==> src/rtl/serr_pkg.sv <==
package serr_pkg;
    typedef enum logic [1:0] {
        MODE_ASYNC_RX = 2'd0,
        MODE_TWI_TX   = 2'd1,
        MODE_SLAVE    = 2'd2,
        MODE_NONE     = 2'd3
    } chan_mode_e;

    // flag index equals its status and clear bit position
    localparam int FLG_OVR   = 0;
    localparam int FLG_PAR   = 1;
    localparam int FLG_FRM   = 2;
    localparam int NUM_FLAGS = 3;
    localparam int BIT_BUF   = 6;
endpackage

==> src/rtl/serr_event_dec.sv <==
module serr_event_dec
    import serr_pkg::*;
(
    input  logic [1:0]           mode_i,
    input  logic                 rx_en_i,
    input  logic                 frame_end_i,
    input  logic                 stop_lvl_i,
    input  logic                 par_rx_i,
    input  logic                 par_calc_i,
    input  logic                 ack_smp_i,
    input  logic                 ack_lvl_i,
    input  logic                 rx_store_i,
    input  logic                 dr_rd_i,
    input  logic                 dr_wr_i,
    input  logic                 xfer_start_i,
    input  logic                 xfer_tx_i,
    input  logic                 buf_full_i,
    output logic [NUM_FLAGS-1:0] set_o
);
    chan_mode_e mode;
    logic       ovr_rx, ovr_wr, ovr_slv;

    always_comb begin
        mode    = chan_mode_e'(mode_i);
        set_o   = '0;
        ovr_rx  = rx_en_i && rx_store_i && buf_full_i && !dr_rd_i;
        ovr_wr  = dr_wr_i && buf_full_i;
        ovr_slv = (mode == MODE_SLAVE) && xfer_start_i && xfer_tx_i && !buf_full_i;
        set_o[FLG_OVR] = ovr_rx || ovr_wr || ovr_slv;
        set_o[FLG_FRM] = (mode == MODE_ASYNC_RX) && frame_end_i && !stop_lvl_i;
        set_o[FLG_PAR] = ((mode == MODE_ASYNC_RX) && frame_end_i && (par_rx_i != par_calc_i))
                      || ((mode == MODE_TWI_TX) && ack_smp_i && ack_lvl_i);
    end
endmodule

==> src/rtl/serr_sticky.sv <==
module serr_sticky (
    input  logic clk,
    input  logic rst_n,
    input  logic set_i,
    input  logic clr_i,
    output logic flag_o
);
    typedef struct packed {
        logic flag;
    } sticky_t;

    sticky_t st_d, st_q;

    always_comb begin
        st_d = st_q;
        if (clr_i) st_d.flag = 1'b0;
        if (set_i) st_d.flag = 1'b1;
    end

    always_ff @(posedge clk or negedge rst_n) begin
        if (!rst_n) st_q <= '0;
        else        st_q <= st_d;
    end

    assign flag_o = st_q.flag;
endmodule

==> src/rtl/serr_buf_track.sv <==
module serr_buf_track (
    input  logic clk,
    input  logic rst_n,
    input  logic rx_store_i,
    input  logic dr_wr_i,
    input  logic dr_rd_i,
    input  logic tx_take_i,
    output logic full_o
);
    typedef struct packed {
        logic full;
    } buf_t;

    buf_t bs_d, bs_q;

    always_comb begin
        bs_d = bs_q;
        if (rx_store_i || dr_wr_i)     bs_d.full = 1'b1;
        else if (dr_rd_i || tx_take_i) bs_d.full = 1'b0;
    end

    always_ff @(posedge clk or negedge rst_n) begin
        if (!rst_n) bs_q <= '0;
        else        bs_q <= bs_d;
    end

    assign full_o = bs_q.full;
endmodule

==> src/rtl/serial_err_status.sv <==
module serial_err_status
    import serr_pkg::*;
#(
    parameter bit HAS_FRAME = 1'b1,
    parameter int REG_W     = 16
) (
    input  logic             clk,
    input  logic             rst_n,
    input  logic [1:0]       mode_i,
    input  logic             rx_en_i,
    input  logic             frame_end_i,
    input  logic             stop_lvl_i,
    input  logic             par_rx_i,
    input  logic             par_calc_i,
    input  logic             ack_smp_i,
    input  logic             ack_lvl_i,
    input  logic             rx_store_i,
    input  logic             dr_rd_i,
    input  logic             dr_wr_i,
    input  logic             tx_take_i,
    input  logic             xfer_start_i,
    input  logic             xfer_tx_i,
    input  logic             wr_en_i,
    input  logic             wr_sel_i,
    input  logic [REG_W-1:0] wr_data_i,
    input  logic             rd_sel_i,
    output logic [REG_W-1:0] rd_data_o
);
    localparam int STAT_MSB = BIT_BUF;

    logic [NUM_FLAGS-1:0] set_vec;
    logic [NUM_FLAGS-1:0] clr_vec;
    logic [NUM_FLAGS-1:0] flags;
    logic                 buf_full;
    logic [REG_W-1:0]     stat_word;
    logic                 unused_wdata;

    assign unused_wdata = ^wr_data_i[REG_W-1:NUM_FLAGS];

    serr_event_dec u_dec (
        .mode_i       (mode_i),
        .rx_en_i      (rx_en_i),
        .frame_end_i  (frame_end_i),
        .stop_lvl_i   (stop_lvl_i),
        .par_rx_i     (par_rx_i),
        .par_calc_i   (par_calc_i),
        .ack_smp_i    (ack_smp_i),
        .ack_lvl_i    (ack_lvl_i),
        .rx_store_i   (rx_store_i),
        .dr_rd_i      (dr_rd_i),
        .dr_wr_i      (dr_wr_i),
        .xfer_start_i (xfer_start_i),
        .xfer_tx_i    (xfer_tx_i),
        .buf_full_i   (buf_full),
        .set_o        (set_vec)
    );

    serr_buf_track u_buf (
        .clk        (clk),
        .rst_n      (rst_n),
        .rx_store_i (rx_store_i),
        .dr_wr_i    (dr_wr_i),
        .dr_rd_i    (dr_rd_i),
        .tx_take_i  (tx_take_i),
        .full_o     (buf_full)
    );

    // only the clear register decodes write data; status writes are dropped
    assign clr_vec = {NUM_FLAGS{wr_en_i && wr_sel_i}} & wr_data_i[NUM_FLAGS-1:0];

    for (genvar i = 0; i < NUM_FLAGS; i++) begin : g_flag
        if (i == FLG_FRM && !HAS_FRAME) begin : g_absent
            logic unused_ev;
            assign unused_ev = set_vec[i] ^ clr_vec[i];
            assign flags[i]  = 1'b0;
        end else begin : g_present
            serr_sticky u_flag (
                .clk    (clk),
                .rst_n  (rst_n),
                .set_i  (set_vec[i]),
                .clr_i  (clr_vec[i]),
                .flag_o (flags[i])
            );
        end
    end

    always_comb begin
        stat_word                     = '0;
        stat_word[NUM_FLAGS-1:0]      = flags;
        stat_word[STAT_MSB]           = buf_full;
        rd_data_o                     = rd_sel_i ? '0 : stat_word;
    end
endmodule

==> config.mk <==
export PLATFORM = sky130hd
export DESIGN_NAME = serial_err_status
export DESIGN_NICKNAME = d
export VERILOG_FILES = /design/src/rtl/serr_pkg.sv /design/src/rtl/serr_event_dec.sv /design/src/rtl/serr_sticky.sv /design/src/rtl/serr_buf_track.sv /design/src/rtl/serial_err_status.sv
export SDC_FILE = /design/constraint.sdc
export NUM_CORES = 1
export LEC_CHECK = 0
export ABC_AREA = 1
export BUFFER_PORTS_ARGS = -buffer_cell sky130_fd_sc_hd__buf_2
export CAP_MARGIN = 10
export CORE_MARGIN = 2
export CORE_UTILIZATION = 26
export CTS_CLUSTER_SIZE = 24
export DETAILED_ROUTE_END_ITERATION = 12
export PLACE_DENSITY = 0.74
export SLEW_MARGIN = 10
export SYNTH_ARGS = -nofsm -noshare
export SYNTH_HDL_FRONTEND = slang
export SYNTH_SLANG_ARGS = --single-unit
==> constraint.sdc <==
create_clock -name clk -period 0.8 [get_ports clk]
set_input_delay 0.16 -clock clk [delete_from_list [all_inputs] [get_ports clk]]
set_output_delay 0.16 -clock clk [all_outputs]
set_load 0.01 [all_outputs]
# Word-level counts from Yosys, hierarchy flattened
# Cells that the tools add are included.
# W data, S select, Z words.
[totals]
regBits = 4
latch_bits = 0
ram_bits = 0
romBits = 0
inputBits = 36
out_inout_bits = 16
wordCells = 43
memories = 0
[op_classes]
addsub = 0
mul = 0
n_div = 0
magnitude_cmp = 0
eq_ne = 3
shift = 0
muxes = 9
bitwise = 1
n_reduce_logical = 26
[op_table]
columns = ["op", "n"]
rows = [
  ["$logic_and A1 B1 Y1", 13],
  ["$mux W1", 8],
  ["$reduce_bool A2 Y1", 4],
  ["$mux W7", 1],
  ["$logic_or A1 B1 Y1", 5],
  ["$and A3 B3 Y3", 1],
  ["$logic_not A1 Y1", 3],
  ["$eq A2 B1 Y1 const B", 1],
  ["$eq A2 B2 Y1 const B", 1],
  ["$logic_not A2 Y1", 1],
  ["$ne A1 B1 Y1", 1],
]

# Logic depth before layout (Yosys ltp)
# Gate-level depths: netlist (run 1).
[logic_depth]
ltp_word = 6
ltp_mapped = 5
mapped_depth_nobuf = 5

# Modules after synthesis
# From an unflattened synthesis (run 1), not the netlist that was laid out.
[unflattened]
cells_unflattened = 70
hier_area_um2 = 405.4
[modules_own_cells]
columns = ["module", "n_inst", "cells_per_inst", "area_per_inst_um2", "seq_area_each_um2"]
rows = [
  ["serial_err_status", 1, 28, 150.1, 0.0],
  ["serr_sticky", 3, 5, 40.0, 25.0],
  ["serr_event_dec", 1, 21, 90.1, 0.0],
  ["serr_buf_track", 1, 6, 45.0, 25.0],
]

# Least setup slack after synthesis (run 1)
# Ideal clock, no wire load.
[synth_path]
path_type = "reg2out"
from = "register u_buf.bs_q (netlist: u_buf.full_o)"
to = "output port rd_data_o[6]"
arrival_ns = 0.537
required_time_ns = 0.640
slack_ns = 0.103
stages_incl_launch_ff = 3
path_buffers = 0
cell_sequence = "dfrtp_1 > inv_1 > nor2_1"
[synth_between]
elab_chain_len = 1
[synth_lines]
columns = ["item", "line_no", "text"]
rows = [
  ["from (decl)", "serr_buf_track.sv:14", "buf_t bs_d, bs_q;"],
  ["from (signal assigned)", "serr_buf_track.sv:24", "else bs_q <= bs_d;"],
  ["$mux W7", "serial_err_status.sv:91", "rd_data_o = rd_sel_i ? '0 : stat_word;"],
  ["to (decl)", "serial_err_status.sv:27", "output logic [REG_W-1:0] rd_data_o"],
]
# No other way between the ends.

# Worst setup path after layout (run 1)
# Same ends and word-level chain as after synthesis.

==> run summary, run 1 <==
The final count of negative-setup-slack endpoints is 6, and the chip width is 41.6 um. The slowest stage of the critical path is the sky130_fd_sc_hd__dfrtp_1 cell. Clock tree synthesis found a total of 4 sinks.

Number of warning messages in the yosys log: 0. The die covers 1730 um^2. The area growth from synthesis to layout is 49.0%. The logs give 0 for the count of pins over their slew limit and 9.09% for the aggregate global-route resource usage. The detailed router placed 400 vias in this run.

Counting along the longest clock path gives a buffer depth of 2. For the maximum clock frequency, the log shows 1000 MHz. The first global-routing pass estimated 1170 um of wire.

The power density of the placed cells was 1300 nW/um^2. Sequential cells were found to cover 27.2% of the synthesized design area. After clock tree synthesis, the clock-pin slew on the worst setup and hold paths is 40 ps.

The tool flagged a number of max-cap violations equal to 0. The fraction of final layout cells sized beyond drive strength 1 is 41.8%. The most frequent standard cell in the layout excluding fill and tap cells is sky130_fd_sc_hd__buf_2.

The tools report the number of global-route vias before repair as 333. The logs give 1320 um^2 for the core area and 2 for the total iterations of the first detailed-routing run. The synthesized area per cell is 6.23 um^2. Leaving out fill and tap cells, the most frequent cells in the layout are sky130_fd_sc_hd__buf_2, sky130_fd_sc_hd__nand2_1, sky130_fd_sc_hd__conb_1. Pin count of the biggest net entering global routing: 5.

The post-place instance area came out at 468 um^2. In the routed design, unresolved DRC markers number 0. Routability-driven placement finished with a final weighted congestion of 0.787. The floorplan row count came out at 13. In this run the worst hold path is classified as in -> reg.

The run gives 0 as the antenna diode count. Final worst setup slack: -199 ps. In this run the tool buffered the top-level ports with 26 buffer cells. After synthesis the cells add up to 368 um^2. In this run the clock root is driven by a sky130_fd_sc_hd__clkbuf_4. At the worst endpoint, the required time is 640 ps. Summed over all nets, the half-perimeter wirelength after detailed placement is 628 um.

The largest driver fanout on the critical path is 2, and the final hold violation count is 0. The category of the most critical setup path was reg -> out. The initial utilization of the core area, before any placement, comes to 27.9%. Clock period minus worst slack: 999 ps. The tools report the element type at the critical path start as a flip-flop.

The leakage power summed over all cells came out at 0.352 nW. The initial antenna violation count was 0. For this run, the post-layout net count is 129. In the routed layout, each cell is associated on average with a via count of 3.77. The later pin in the worst-skew pair is clocked with a latency of 230 ps.

The critical path goes through inv_2 > nor2_2 > buf_2. The worst setup path is captured at an output pin. After the first detailed-routing iteration, the DRC count stood at 2.

The portion of the clock cycle consumed by the worst path in the final layout works out to 125%. The CTS buffer count is 3. After detailed routing, the total wire length is 753 um. The final reports fail on setup timing. The tools report the overall power after layout as 713 uW. For the post-synthesis instance total, the log shows 59. The remaining antenna violation count after routing is 0, and the remaining global-route overflow is 0.

TritonCTS built the clock tree. The count of distinct cell types in the synthesized netlist came out at 12. The flow ran to the end, but the final reports show violations. Number of flip-flops and latches in the synthesized netlist: 4. The critical path's largest stage delay works out to 380 ps. The tools report the post-layout instance area as 548 um^2.

Timing analysis after detailed placement gives a worst setup slack of 4.57 ps. The floorplan step set the die height to 41.6 um. The worst-case IR drop observed on VDD is 0.558 mV. The maximum clock skew at final layout was 0.00426 ps; the number of primary I/O pins was 52.

After detailed routing, the average wire length per cell comes to 7.10 um. The data arrival time of the critical path is 840 ps. Setup repair after global routing could not meet its margin everywhere. The tools report the total number of H-tree levels as 1.
-- per-layer routing --
metal  track usage [%]  share of wire, %  up-vias
li1                  -                 -      217
met1              9.84                41      158
met2              14.1                48       25
met3              1.74                11        0
met4              9.68                 0        0
met5                 0                 0        -
-- registers in the layout (all words and copies together) (netlist names) --
| signal | flops |
|---|---|
| g_flag.g_present.u_flag.flag_o | 3 |
| u_buf.full_o | 1 |
-- power by group --
part           switching (mW)  total, mW  internal [mW]
clock network          0.0801      0.248          0.168
logic                   0.122      0.225          0.103
registers              0.0113      0.240          0.229
total                   0.213      0.713          0.500
-- path summary, 6_finish.rpt --
kind / start / to / slack (ps) / cells after the start
max: u_buf.full_o / rd_data_o[6] / -200 / 3
max reg2reg: u_buf.full_o / g_flag[0].g_present.u_flag.flag_o / -130 / 6
min reg2reg: g_flag[0].g_present.u_flag.flag_o / g_flag[0].g_present.u_flag.flag_o / 500 / 2
min in group asynchronous: rst_n / u_buf.full_o / 270 / 2
min: stop_lvl_i / g_flag[2].g_present.u_flag.flag_o / 100 / 2
max in group asynchronous: rst_n / g_flag[2].g_present.u_flag.flag_o / 410 / 2
-- critical path: cells and delay by family (launching register included) --
family | cells | cell delay [ps]
DFF | 1 | 380
buffers and inverters | 2 | 200
and+or+nand+nor | 1 | 30
-- what timing repair did --
action                                  in CTS  in global routing
setup buffers                                2                  1
endpoints found under the setup margin       4                  6
hold buffers                                 1                  0
resized for setup                            1                  6
hold endpoints to repair                     4                  0
pin swaps                                    1                  4
-- cell usage after synthesis --
library cell / number / share of area, %
sky130_fd_sc_hd__o21ai_0: 1 / 1.4
sky130_fd_sc_hd__nand2_1: 12 / 12
sky130_fd_sc_hd__nand3_1: 6 / 8.2
sky130_fd_sc_hd__inv_1: 11 / 11
sky130_fd_sc_hd__nand4_1: 1 / 1.7
sky130_fd_sc_hd__conb_1: 1 / 1.0
sky130_fd_sc_hd__dfrtp_1: 4 / 27
sky130_fd_sc_hd__inv_2: 1 / 1.0
sky130_fd_sc_hd__buf_4: 12 / 24
sky130_fd_sc_hd__o31ai_1: 1 / 2.0
sky130_fd_sc_hd__o21ai_1: 1 / 1.4
sky130_fd_sc_hd__nor2_1: 8 / 8.2
-- kinds of logic (layout without fill, tap and decap cells) --
family          Yosys count  count (layout)  synth area share (%)
flops                     4               4                  27.2
other cells               1              12                  1.02
buf+inv                  24              45                  36.7
compound gates            3               3                  4.76
simple gates             27              27                  30.3
-- metrics by stage --
stage	hold WS (ps)	utilization (%)	setup TNS [ps]	std cells
2_1_floorplan	-136	-	0	70
3_3_place_gp	-36.4	35.5	-2.69	99
3_5_place_dp	-32.8	35.5	0	99
4_1_cts	90.6	39.1	-756	105
5_1_grt	86.9	41.6	-1210	106
6_report	97.8	41.6	-895	106
-- area by class of cell --
cell class                 count  area, um^2
clock buffer                   3        22.5
fill                         151         769
multi-input combinational     42         195
timing repair buffer          30         166
sequential                     4         100
tap                           15        18.8
inverter                      12        45.0
No activity file was read; power rests on OpenSTA's default activity.
==> run 2: changes to the inputs <==
CTS_BUF_LIST = sky130_fd_sc_hd__clkbuf_16   (was not set)
==> run 2 against run 1 <==
Against the previous run: the run still ends with setup timing left; clock power grew to 3.1 times the previous value; critical path depth is the same; hold slack improved by 11 ps; critical endpoint unchanged.
==> run summary, run 2 (synthesis gave the netlist of run 1 again) <==
The number of global-route vias before repair was 337; the final count of negative-setup-slack endpoints was 5. The run gives 0.368 nW as the leakage power summed over all cells. The end of the worst register-to-register path was g_flag[0].g_present.u_flag.flag_o.

The number of cells on the worst reg-to-reg path is 5, and the net count reported at finish is 128. Setup slack on the worst reg-to-reg path comes out at -30 ps. The worst path in the final design needs a cycle of 984 ps, including I/O delays and setup.

The clock latency on the worst-skew pair is 220 ps, and the maximum clock skew at final layout is 0.0546 ps. The first global-routing pass estimated 1240 um of wire. The tools report the final worst setup slack as -184 ps. The element type at the critical path start was a flip-flop. The worst hold path begins at stop_lvl_i.

Total power for the finished layout comes to 1.22 mW. Path category of the worst min-delay check: in -> reg. Along the worst path, the maximum fanout reaches 2. Across all layers, the routed design uses 399 vias.

The path with the worst hold slack has its endpoint at g_flag[2].g_present.u_flag.flag_o. Dividing total power by cell area gives a power density of 2110 nW/um^2. The critical path's largest stage delay is 380 ps, and the buffer depth of the longest clock path is 2. The final reports fail on setup timing. Most frequent standard cell in the layout excluding fill and tap cells: sky130_fd_sc_hd__buf_2.

The depth of the critical timing path with buffers and inverters included came out at 3. For this design the top-level I/O count stands at 52. The count of pins over their slew limit is 0, and the chip width is 41.6 um. Together, buffers and inverters on the worst path number 2. The repair_antennas step left the layout with diodes totalling 0.

The area growth from synthesis to final layout was 57.1%; the routed wire length per instance was 7.21 um. Of the cells placed in the final design, the portion with a size suffix greater than 1 is 40.0%. For the data arrival time of the critical path, the log shows 820 ps. Based on the critical path, the design can be clocked at up to 1020 MHz. For this block, the initial DRC count from the detailed router was 7. The count of buffers added on input and output ports is 26. The run finished, with violations left. The last weighted congestion value of the routability-driven placer came out at 0.787. The final hold violation count was 0; the post-DP HPWL was 628 um.

Setup repair after global routing could not meet its margin everywhere. Gate family responsible for the most delay along the worst path: flip-flops. The startpoint identified for the worst register-to-register timing path is u_buf.full_o.

For the total number of H-tree levels, the log shows 1. The portion of the clock cycle consumed by the worst path in the final layout was 123%; the total iterations of the first detailed-routing run was 2. The initial utilization of the core area, before any placement, comes to 27.9%. The worst ir drop on vdd was 0.937 mV; the remaining antenna violation count after routing was 0. The DRC violation count after routing was 0; the CTS buffer count was 3. The total overflow left after global routing is 0. Category of the most critical setup path: reg -> out.

In the layout the commonest cells are sky130_fd_sc_hd__buf_2, sky130_fd_sc_hd__nand2_1, sky130_fd_sc_hd__conb_1. The tree built by TritonCTS fans out to 4 sinks. For this design, the slowest cell found on the critical path is sky130_fd_sc_hd__dfrtp_1.

For the pin count of the biggest net entering global routing, the log shows 5. The run gives 13 as the floorplan row count. The number of max-cap violations is 0, and the aggregate global-route resource usage is 9.90%. The die covers 1730 um^2. The critical path goes through inv_2 > nor2_2 > buf_2.

After clock tree synthesis, the clock-pin slew on the worst setup and hold paths is 30 ps. In the routed layout, each cell is associated on average with a via count of 3.80. STA classifies the critical path endpoint as an output pin.

The flip-flop count of the largest register, all copies and words added was 3; the initial antenna violation count was 0. Measured along the y axis, the die boundary spans 41.6 um. Counting the fill cells in the layout gives 149. Wires add up to 757 um. Final cell count without fillers: 105. After floorplanning, the core was sized to cover 1320 um^2.

The count of cells along the worst hold path is 2. TritonCTS built the clock tree. Including well taps, the total number of placed cells is 99.

The root buffer cell chosen for the clock tree is sky130_fd_sc_hd__clkbuf_16. The logs give 640 ps for the worst path required time and -684 ps for the final setup TNS.
[run 2: cell types whose count changed in the layout (fill, tap and decap cells not counted)]
cell,delta
sky130_fd_sc_hd__clkbuf_16,+3
sky130_fd_sc_hd__clkbuf_4,-3
sky130_fd_sc_hd__buf_6,-1
sky130_fd_sc_hd__nor2_1,+1
sky130_fd_sc_hd__nor2_2,-1
sky130_fd_sc_hd__o31ai_2,+1
sky130_fd_sc_hd__o31ai_4,-1
[run 2: timing repair]
item | 4_1_cts | 5_1_grt
setup buffers | 2 | 1
hold buffers | 1 | 0
resized for setup | 2 | 2
endpoints found under the hold margin | 4 | 0
pin swaps | 1 | 4
endpoints found under the setup margin | 4 | 6
[run 2: worst max-delay path by stage]
stage	start	to	slack, ps
2_1_floorplan	u_buf.full_o	rd_data_o[6]	100
3_3_place_gp	u_buf.full_o	rd_data_o[6]	-3
5_1_grt	u_buf.full_o	rd_data_o[6]	-210
4_1_cts	u_buf.full_o	rd_data_o[6]	-190
6_report	u_buf.full_o	rd_data_o[6]	-180
3_5_place_dp	u_buf.full_o	rd_data_o[6]	5
[run 2: cell type report]
cell class | instances | area, um^2 | area share [%]
clock buffer | 3 | 75.1 | 13.0
inverter | 12 | 45.0 | 7.79
multi-input combinational | 42 | 184 | 31.8
sequential | 4 | 100 | 17.3
tap | 15 | 18.8 | 3.25
timing repair buffer | 29 | 155 | 26.8
[run 2: power breakdown]
group	switching (mW)	total (mW)	internal, mW
sequential	0.0112	0.240	0.229
combinational	0.116	0.212	0.0960
clock	0.131	0.769	0.638
[run 2: layer usage]
layer | GRT usage (%) | wire (um) | vias to the layer above
li1 | - | - | 215
met4 | 9.68 | 0 | 0
met1 | 10.4 | 315 | 157
met3 | 4.35 | 85 | 0
met5 | 0 | 0 | -
met2 | 14.4 | 357 | 27
[run 2: worst reg2reg max path, cell delays in order (launching register included)]
cell and delay (ps):
sky130_fd_sc_hd__dfrtp_1 380, sky130_fd_sc_hd__inv_2 70, sky130_fd_sc_hd__buf_4 110, sky130_fd_sc_hd__nor2_1 40, sky130_fd_sc_hd__nand2_1 50, sky130_fd_sc_hd__nand3_1 60
[run 2: metrics by stage]
stage | worst slack, ps | area [um^2] | utilization [%] | hold slack (ps)
detailed placement | 4.57 | 468 | 35.5 | -32.8
floorplan | 103 | 409 | - | -136
CTS | -187 | 573 | 43.5 | 108
global placement | -2.69 | 468 | 35.5 | -36.4
finish | -184 | 578 | 43.9 | 109
global route | -213 | 578 | 43.9 | 112
